**src/rtl/pri_pick_pkg.sv**
```systemverilog
package pri_pick_pkg;

   localparam int SLOT_W     = 64;
   localparam int PRI_LSB    = 48;
   localparam int PRI_W      = 8;
   localparam int STATE_LSB  = 62;
   localparam int GROUP_BIT  = 60;
   localparam int SLOT_NUM_W = 8;
   localparam int SPUR_ID    = 1023;

   localparam logic [1:0]       ST_PENDING = 2'b01;
   localparam logic [PRI_W-1:0] IDLE_PRI   = 8'hff;

   typedef struct packed {
      logic                  live;
      logic [PRI_W-1:0]      pri;
      logic [SLOT_NUM_W-1:0] slot;
   } cand_t;

   // lo must come from the lower slot range; equal priority keeps lo
   function automatic cand_t better_of(cand_t lo, cand_t hi);
      if (hi.live && (!lo.live || (hi.pri < lo.pri)))
         return hi;
      return lo;
   endfunction

endpackage

```
**src/rtl/pri_pick_qualify.sv**
```systemverilog
module pri_pick_qualify
   import pri_pick_pkg::*;
#(
   parameter int NUM_SLOTS = 16,
   parameter int CNT_W     = $clog2(NUM_SLOTS + 1)
) (
   input  logic [NUM_SLOTS*SLOT_W-1:0] entries,
   input  logic [CNT_W-1:0]            used_count,
   input  logic                        grp0_en,
   input  logic                        grp1_en,
   output cand_t [NUM_SLOTS-1:0]       cands
);

   for (genvar i = 0; i < NUM_SLOTS; i++) begin : g_slot
      logic [SLOT_W-1:0] word;
      logic [PRI_W-1:0]  pri;
      logic              in_use;
      logic              grp_ok;
      logic              pend_ok;
      logic              beats_idle;

      assign word       = entries[i*SLOT_W +: SLOT_W];
      assign pri        = word[PRI_LSB +: PRI_W];
      assign in_use     = 32'(used_count) > 32'(i);
      assign grp_ok     = word[GROUP_BIT] ? grp1_en : grp0_en;
      assign pend_ok    = word[STATE_LSB +: 2] == ST_PENDING;
      assign beats_idle = pri < IDLE_PRI;

      assign cands[i].live = in_use & grp_ok & pend_ok & beats_idle;
      assign cands[i].pri  = pri;
      assign cands[i].slot = SLOT_NUM_W'(i);
   end

endmodule

```
**src/rtl/pri_pick_reduce.sv**
```systemverilog
module pri_pick_reduce
   import pri_pick_pkg::*;
#(
   parameter int NUM_SLOTS   = 16,
   parameter bit TREE_SEARCH = 1'b1
) (
   input  cand_t [NUM_SLOTS-1:0] cands,
   output cand_t                 best
);

   localparam int LEVELS = (NUM_SLOTS > 1) ? $clog2(NUM_SLOTS) : 0;
   localparam int PADDED = 1 << LEVELS;
   localparam int NODES  = 2 * PADDED - 1;

   if (TREE_SEARCH) begin : g_tree
      cand_t node [NODES];

      for (genvar i = 0; i < PADDED; i++) begin : g_leaf
         if (i < NUM_SLOTS) begin : g_real
            assign node[PADDED-1+i] = cands[i];
         end else begin : g_pad
            assign node[PADDED-1+i] = '0;
         end
      end

      for (genvar k = 0; k < PADDED - 1; k++) begin : g_node
         assign node[k] = better_of(node[2*k+1], node[2*k+2]);
      end

      assign best = node[0];
   end else begin : g_chain
      always_comb begin
         best = cands[0];
         for (int i = 1; i < NUM_SLOTS; i++)
            best = better_of(best, cands[i]);
      end
   end

endmodule

```
**src/rtl/pri_pick_hold.sv**
```systemverilog
module pri_pick_hold
   import pri_pick_pkg::*;
#(
   parameter int NUM_SLOTS = 16,
   parameter int IDX_W     = (NUM_SLOTS > 1) ? $clog2(NUM_SLOTS) : 1
) (
   input  logic                        clk,
   input  logic                        rst_n,
   input  logic                        load,
   input  cand_t                       best,
   input  logic [NUM_SLOTS*SLOT_W-1:0] entries,
   output logic [IDX_W-1:0]            win_idx,
   output logic                        win_valid,
   output logic [SLOT_W-1:0]           win_entry,
   output logic                        spurious
);

   logic [SLOT_W-1:0] slot_val [NUM_SLOTS];
   logic [IDX_W-1:0]  sel;

   for (genvar i = 0; i < NUM_SLOTS; i++) begin : g_unpack
      assign slot_val[i] = entries[i*SLOT_W +: SLOT_W];
   end

   assign sel = best.slot[IDX_W-1:0];

   always_ff @(posedge clk or negedge rst_n) begin
      if (!rst_n) begin
         win_idx   <= '0;
         win_valid <= 1'b0;
         win_entry <= '0;
         spurious  <= 1'b0;
      end else if (load) begin
         if (best.live) begin
            win_idx   <= sel;
            win_valid <= 1'b1;
            win_entry <= slot_val[sel];
            spurious  <= 1'b0;
         end else begin
            win_idx   <= '0;
            win_valid <= 1'b0;
            win_entry <= SLOT_W'(SPUR_ID);
            spurious  <= 1'b1;
         end
      end
   end

endmodule

```
**src/rtl/pri_pick_top.sv**
```systemverilog
module pri_pick_top
   import pri_pick_pkg::*;
#(
   parameter int NUM_SLOTS   = 16,
   parameter bit TREE_SEARCH = 1'b1,
   localparam int CNT_W      = $clog2(NUM_SLOTS + 1),
   localparam int IDX_W      = (NUM_SLOTS > 1) ? $clog2(NUM_SLOTS) : 1
) (
   input  logic                        clk,
   input  logic                        rst_n,
   input  logic                        start,
   input  logic [NUM_SLOTS*SLOT_W-1:0] entries,
   input  logic [CNT_W-1:0]            used_count,
   input  logic                        grp0_en,
   input  logic                        grp1_en,
   output logic [IDX_W-1:0]            win_idx,
   output logic                        win_valid,
   output logic [SLOT_W-1:0]           win_entry,
   output logic                        spurious
);

   if (NUM_SLOTS < 1 || NUM_SLOTS > (1 << SLOT_NUM_W)) begin : g_bad_slots
      $error("pri_pick_top: NUM_SLOTS out of range");
   end
   if (IDX_W > SLOT_NUM_W) begin : g_bad_idx
      $error("pri_pick_top: index wider than candidate slot field");
   end

   cand_t [NUM_SLOTS-1:0] cands;
   cand_t                 best;

   pri_pick_qualify #(.NUM_SLOTS(NUM_SLOTS), .CNT_W(CNT_W)) u_qualify (
      .entries    (entries),
      .used_count (used_count),
      .grp0_en    (grp0_en),
      .grp1_en    (grp1_en),
      .cands      (cands)
   );

   pri_pick_reduce #(.NUM_SLOTS(NUM_SLOTS), .TREE_SEARCH(TREE_SEARCH)) u_reduce (
      .cands (cands),
      .best  (best)
   );

   pri_pick_hold #(.NUM_SLOTS(NUM_SLOTS), .IDX_W(IDX_W)) u_hold (
      .clk       (clk),
      .rst_n     (rst_n),
      .load      (start),
      .best      (best),
      .entries   (entries),
      .win_idx   (win_idx),
      .win_valid (win_valid),
      .win_entry (win_entry),
      .spurious  (spurious)
   );

endmodule

```
**config.mk**
```make
export PLATFORM = sky130hd
export DESIGN_NAME = pri_pick_top
export DESIGN_NICKNAME = d
export VERILOG_FILES = /design/src/rtl/pri_pick_pkg.sv /design/src/rtl/pri_pick_qualify.sv /design/src/rtl/pri_pick_reduce.sv /design/src/rtl/pri_pick_hold.sv /design/src/rtl/pri_pick_top.sv
export SDC_FILE = /design/constraint.sdc
export NUM_CORES = 1
export LEC_CHECK = 0
export ABC_CLOCK_PERIOD_IN_PS = 1400
export BUFFER_PORTS_ARGS = -buffer_cell sky130_fd_sc_hd__buf_2
export CAP_MARGIN = 20
export CORE_AREA = 2 2 425 427
export CTS_CLUSTER_DIAMETER = 30
export DETAILED_ROUTE_END_ITERATION = 10
export DIE_AREA = 0 0 427 429
export HOLD_SLACK_MARGIN = 0.03
export SYNTH_ARGS = -nofsm -noshare
export SYNTH_HDL_FRONTEND = slang
export SYNTH_SLANG_ARGS = --single-unit
```
**constraint.sdc**
```tcl
create_clock -name clk -period 1.4 [get_ports clk]
set_input_delay 0.07 -clock clk [delete_from_list [all_inputs] [get_ports clk]]
set_output_delay 0.07 -clock clk [all_outputs]
set_load 0.005 [all_outputs]
```
After elaboration in Yosys (flattened, before gate mapping) --
Cells that the tools add are included.
Storage, ports and cells: flip-flop bits (word level) 70, word-level logic and storage cells 230
Operators by class: multiplexer cells 68, equal/unequal tests 16, bitwise operators 49, reduce and logical (&&, ||, !) cells 45, $lt $le $gt $ge 48
Operator list (number):
- 17-bit 2-to-1 mux | 30
- 64-bit binary-select mux with 4-bit select | 1
- 64-bit 2-to-1 mux | 3
- 8-bit less-than comparator, second input constant | 16
- 8-bit less-than comparator | 15
- 1-bit bitwise AND | 48
- 5-bit by 4-bit > comparator with 1-bit output, second input constant | 8
- 1-bit 2-to-1 mux | 33
- 2-bit by 1-bit == test with 1-bit output, second input constant | 16
- 5-bit by 3-bit > comparator with 1-bit output, second input constant | 4
- 1-bit logical AND | 15
- 1-bit logical NOT | 15
- 1-bit logical OR | 15
- 5-bit by 1-bit > comparator with 1-bit output, second input constant | 2
- 5-bit by 2-bit > comparator with 1-bit output, second input constant | 2
- 5-bit >= comparator, second input constant | 1
- 4-bit inverter with 5-bit output | 1
- 4-bit 2-to-1 mux | 1

Longest topological paths before layout --
depth after elaboration 29, gate-level depth with buffers 48, mapped depth without buffers 41

Cells and area by module --
Synthesis repeated with hierarchy kept, for this count alone.
Unflattened totals: cell total of the unflattened synthesis 1949, area total of the unflattened synthesis 19333.5 µm²
By module, submodules not included:
- pri_pick_hold | cells an instance 832, sequential area each 1751.7 µm², instances 1, area each 10687.8 µm²
- pri_pick_reduce | cells an instance 754, sequential area each 0.0 µm², instances 1, area each 5908.2 µm²
- pri_pick_qualify | cells an instance 363, sequential area each 0.0 µm², instances 1, area each 2737.6 µm²

Worst setup path before layout --
No wires, ideal clock.
path kind in2reg, start point input used_count[1], end point register u_hold.win_entry[45], data arrival time 7.935 ns, data required time 1.274 ns, slack -6.661 ns, stages on the path 41, cells stage by stage buf_4 > or3_1 > a21oi_1 > nor2_1 > a221oi_4 > clkbuf_1 > nor2_1 > a21oi_1 > ha_1 > a21o_1 > a21o_1 > a21oi_1 > nand3_1 > a2111oi_0 > nor3_1 > clkbuf_1 > o21ai_0 > ha_1 > [... 5 more ...] > clkbuf_1 > o21ai_0 > ha_1 > a21o_1 > a21oi_1 > nor2_1 > nor2_1 > nand2_1 > a31oi_1 > nand3_1 > o311ai_2 > nand2_2 > buf_2 > buf_2 > mux2_1 > o211ai_1 > a21oi_1 > a221o_1
Between the ends: longest elaborated chain between the ends 29
Ends and longest elaborated chain:
- start, declared | line pri_pick_top.sv:13 | input logic [CNT_W-1:0] used_count,
- 5-bit by 4-bit > comparator with 1-bit output (tied with other cells) | line pri_pick_qualify.sv:24 | assign in_use = 32'(used_count) > 32'(i);
- 1-bit bitwise AND (3 in series) | line pri_pick_qualify.sv:29 | assign cands[i].live = in_use & grp_ok & pend_ok & beats_idle;
- 1-bit logical NOT | line pri_pick_pkg.sv:22 | if (hi.live && (!lo.live || (hi.pri < lo.pri)))
- 1-bit logical OR | line pri_pick_pkg.sv:22
- 1-bit logical AND | line pri_pick_pkg.sv:22
- 1-bit 2-to-1 mux | line pri_pick_pkg.sv:22
- 17-bit 2-to-1 mux | line pri_pick_pkg.sv:24 | return lo;
- 8-bit less-than comparator / 1-bit logical NOT (equally long branches) | line pri_pick_pkg.sv:22
- [... 10 more ...]
- 1-bit logical OR | line pri_pick_pkg.sv:22
- 1-bit logical AND | line pri_pick_pkg.sv:22
- 1-bit 2-to-1 mux | line pri_pick_pkg.sv:22
- 17-bit 2-to-1 mux * | line pri_pick_pkg.sv:24
- 4-bit inverter with 5-bit output (implied by the code) | line pri_pick_hold.sv:37 | win_entry <= slot_val[sel];
- 64-bit binary-select mux with 4-bit select | line pri_pick_hold.sv:37
- 64-bit 2-to-1 mux (implied by the code) (2 in series) | line pri_pick_hold.sv:37
- 64-bit 2-to-1 mux * | line pri_pick_hold.sv:34 | if (best.live) begin
- end signal, assigned | line pri_pick_hold.sv:37
- end signal, assigned | line pri_pick_hold.sv:42 | win_entry <= SLOT_W'(SPUR_ID);
- end, declared | line pri_pick_hold.sv:14 | output logic [SLOT_W-1:0] win_entry,
Every way passes the cells marked *; elsewhere a longest branch is shown, timed or not. The select of a mux whose other input is x is not followed. A chain may end at the register's enable or synchronous reset.

Final worst setup path --
start point input entries[636], end point register u_hold.win_entry[58]
Between the ends: longest elaborated chain between the ends 27
Ends and longest elaborated chain:
- start, declared | line pri_pick_top.sv:12 | input logic [NUM_SLOTS*SLOT_W-1:0] entries,
- 1-bit 2-to-1 mux * | line pri_pick_qualify.sv:25 | assign grp_ok = word[GROUP_BIT] ? grp1_en : grp0_en;
- 1-bit bitwise AND * (3 in series) | line pri_pick_qualify.sv:29
- 1-bit logical AND | line pri_pick_pkg.sv:22
- 1-bit 2-to-1 mux | line pri_pick_pkg.sv:22
- 17-bit 2-to-1 mux * | line pri_pick_pkg.sv:24
- 8-bit less-than comparator / 1-bit logical NOT (equally long branches) | line pri_pick_pkg.sv:22
- 1-bit logical OR | line pri_pick_pkg.sv:22
- 1-bit logical AND | line pri_pick_pkg.sv:22
- [... 8 more ...]
- 1-bit logical OR | line pri_pick_pkg.sv:22
- 1-bit logical AND | line pri_pick_pkg.sv:22
- 1-bit 2-to-1 mux | line pri_pick_pkg.sv:22
- 17-bit 2-to-1 mux * | line pri_pick_pkg.sv:24
- 4-bit inverter with 5-bit output (implied by the code) | line pri_pick_hold.sv:37
- 64-bit binary-select mux with 4-bit select | line pri_pick_hold.sv:37
- 64-bit 2-to-1 mux (implied by the code) (2 in series) | line pri_pick_hold.sv:37
- 64-bit 2-to-1 mux * | line pri_pick_hold.sv:34
Marked as above.

==> flow_summary.json <==
{
  "finalPower_uw": 52400,
  "rsz0062_at_grt": "yes",
  "holdPathStages": 4,
  "comb_power_share": 0.867,
  "overflow": 0,
  "p_int_uw": 25700,
  "drv_cap": 0,
  "synth_largest_area_cell": "mux2i_1",
  "critPathCapture": "u_hold.win_entry[58]",
  "start_util": 0.0978,
  "crit_family": "compound AO/OA/AOI/OAI gates",
  "grt_pass1_wl_microns": 274000,
  "switching_power_uw": 26700,
  "start_kind": "primary input",
  "syn_area_sq_um": 17400,
  "antenna_left": 0,
  "powerDensity_nw_per_um2": 1390,
  "critPathBufInv": 8,
  "ys_types": 88,
  "critPathSlowestCell": "or3_4",
  "syn_avg_cell_area_sq_um": 7.56,
  "synth_mux_area_frac": 0.189,
  "finalHoldViolations": 0,
  "tightest_slew_ns": 0.634,
  "synth-simple-area-share": 0.203,
  "row_count": 155,
  "timing.final.crit_share": 5.69,
  "cts_tree": "built",
  "setup_tns_ns": -427.52,
  "max_clock_freq_ghz": 0.125,
  "synth_top_family_by_area": "compound AO/OA/AOI/OAI gates",
  "synth_nets": 3438,
  "max_stage_delay_ns": 0.39,
  "cts_sinks": 70,
  "layout.nets": 5242,
  "critPathMaxFanout": 8,
  "p_leak_uw": 0.0168,
  "setup_viol": 69,
  "cts_buffers": 9,
  "p_clk_frac": 0.062,
  "die_h_microns": 429,
  "drive_gt1_frac": 0.620,
  "yosys_warnings": 0,
  "reg2regPathDepth": 5,
  "p_seq_frac": 0.071,
  "finClkSkew_ns": 0,
  "die_w_microns": 427,
  "clk_pin_slew_worst_paths_ns": 0.12,
  "r2r-start": "u_hold.win_entry[1]",
  "path_common_cell": "a21o_1",
  "synth_compound_area_frac": 0.354,
  "synth-main-ff-cell": "dfrtp_1",
  "hpwlAfterDp_microns": 177000,
  "status": "complete, but fails checks",
  "critical_path_class": "primary input to flip-flop",
  "grt_util_all_layers": 0.224,
  "dr.pass1.iters": 5,
  "hold_class": "primary input to flip-flop",
  "via_per_inst": 4.63,
  "synth-async-reset-ratio": 1.00,
  "ys_ff_latch": 70,
  "seq_area_frac_synth": 0.101,
  "crit_required_ns": 1.75,
  "netlist.area_leader.share": 0.112,
  "drt-wirelength-per-cell_microns": 33.3,
  "grt_pass1_vias": 29200,
  "io_buffers": 1103,
  "place_congestion": 0.982,
  "arrival_ns": 8.32,
  "core-area_sq_um": 178000,
  "clockRootBuffer": "clkbuf_16",
  "slew_viol_final": 0,
  "drtIter0Drc": 2514,
  "grt_max_degree": 44,
  "r2r-end": "u_hold.win_entry[1]",
  "vias": 30200,
  "die_area_sq_um": 183000,
  "synthXorXnorAreaFrac": 0,
  "finalCriticalPeriod_ns": 7.97,
  "crit_path_start": "entries[636]",
  "synth_edf_count": 0,
  "drc_errors": 0,
  "antenna_found_initial": 172,
  "irDropWorstVdd_mv": 0.778,
  "r2r_slack_ns": -0.17,
  "relSlewSlack": 0.574,
  "nFillCells": 19900,
  "clk_latency_ns": 0.46,
  "end_kind": "flip-flop",
  "wirelength_microns": 217000,
  "area_growth_pct": 117,
  "violations": "negative setup slack",
  "synth.area.top_cells": "mux2i_1 (11%), dfrtp_1 (10%), ha_1 (7.3%)",
  "cp.depth": 45,
  "htreeDepth": 3,
  "synth_cells": 2303,
  "worst_slack_ns": -6.57,
  "pin_count": 1104,
  "swShare": 0.509,
  "synthAdderAreaFrac": 0.0726,
  "cts_buffer_depth": 2
}
-- synth_stat cells, drive strengths merged, types with 4 or more instances --
cell type / n
nor3: 16
or3: 9
a31oi: 19
a2111oi: 47
ha: 101
nor2: 87
or2: 6
and3: 22
a21o: 27
a221o: 66
o2bb2ai: 5
o21a: 27
o211ai: 113
mux2: 120
or4: 4
a32oi: 53
a21boi: 11
nand3: 113
o211a: 5
a221oi: 60
inv: 92
a211o: 15
o2111ai: 8
nand2: 155
clkbuf: 120
mux2i: 194
nor3b: 55
buf: 110
o22ai: 6
nand2b: 11
a211oi: 38
and2: 5
nor2b: 6
o21ai: 184
dfrtp: 70
a21oi: 124
nor4b: 12
nand4: 150
-- kinds of logic (layout without fill, tap and decap cells) --
logic type,Yosys count,count (layout)
compound gates,834,834
simple gates,662,665
buf+inv,322,2127
mux,314,314
fa+ha+maj,101,101
flops,70,70
other cells,0,65
-- placed cells by master, fill, tap and decap left out, types with 34 or more instances in the layout --
cell type and count:
nand3_1 106, nand4_1 150, mux2i_2 34, o211ai_1 111
nor3b_1 43, inv_1 89, buf_4 674, o21ai_1 37
diode_2 65, a21oi_1 71, nor2_1 70, ha_1 86
buf_2 1095, o21ai_0 125, dfrtp_1 70, buf_6 83
nand2_1 134, mux2i_1 135, buf_12 91, mux2_2 88
a21oi_2 46, a221o_1 66
-- worst register-to-register path, stage by stage (launching register included) --
cell and delay [ns]:
dfrtp_1 0.41, nor2_1 0.35, buf_4 0.20, a31oi_2 0.06, nor4b_1 0.19, a211o_1 0.26
-- power by group through the flow --
stage	logic, uW	clock network (uW)	registers (uW)
5_1_grt	47500	3490	3790
6_report	45400	3270	3710
3_3_place_gp	33400	0	3760
2_1_floorplan	15500	0	3470
3_5_place_dp	33400	0	3740
4_1_cts	41800	3460	3720
-- metal layers --
metal	part of all wire	vias up	wire length, microns	global-route usage
met5	0.0036	-	792	0
met4	0.053	118	11600	0.0934
met3	0.092	568	20000	0.0620
met2	0.46	1837	101000	0.374
met1	0.39	14800	83900	0.266
li1	-	12900	-	-
-- worst min-delay path by stage --
| stage | startpoint | end | slack [ns] |
|---|---|---|---|
| after floorplan | rst_n | u_hold.spurious | -0.23 |
| after global placement | rst_n | u_hold.win_entry[48] | 0.06 |
| after detailed placement | rst_n | u_hold.win_entry[48] | 0.06 |
| after CTS | entries[280] | u_hold.win_entry[24] | 0.03 |
| after global routing | entries[322] | u_hold.win_entry[2] | 0.02 |
| final | entries[322] | u_hold.win_entry[2] | 0.04 |
-- stage by stage --
stage	std cells	hold WS, ns	setup WS, ns	instance area (sq um)	util
2_1_floorplan	2303	-0.226	-5.91	18300	-
3_3_place_gp	6257	0.0554	-8.37	31800	0.178
3_5_place_dp	6257	0.0592	-8.12	31800	0.178
4_1_cts	6407	0.0303	-6.49	35800	0.201
5_1_grt	6513	0.0203	-6.83	37800	0.212
6_report	6531	0.0360	-6.57	37800	0.212
-- what timing repair did --
item,CTS,global route
pin swaps,163,174
hold endpoints to repair,74,0
cloned,27,14
setup endpoints to repair,69,69
setup buffers,110,71
hold buffers,7,0
resized for setup,409,261
-- state kept, by name, indices dropped and copies added (netlist names) --
signal and flops:
u_hold.win_idx 4, u_hold.win_entry 64, u_hold.spurious 1, u_hold.win_valid 1
-- layout make-up --
cell class | count | area, sq um | share of cell area
Multi-Input combinational cell | 1914 | 17300 | 0.458
Clock inverter | 5 | 83.8 | 0.00222
Timing Repair Buffer | 2020 | 15000 | 0.396
Sequential cell | 70 | 1750 | 0.0463
Tap cell | 2355 | 2950 | 0.0779
Clock buffer | 10 | 239 | 0.00632
Inverter | 92 | 353 | 0.00933
Antenna cell | 65 | 163 | 0.00430
Note: power is estimated with default switching activity, not from simulation.
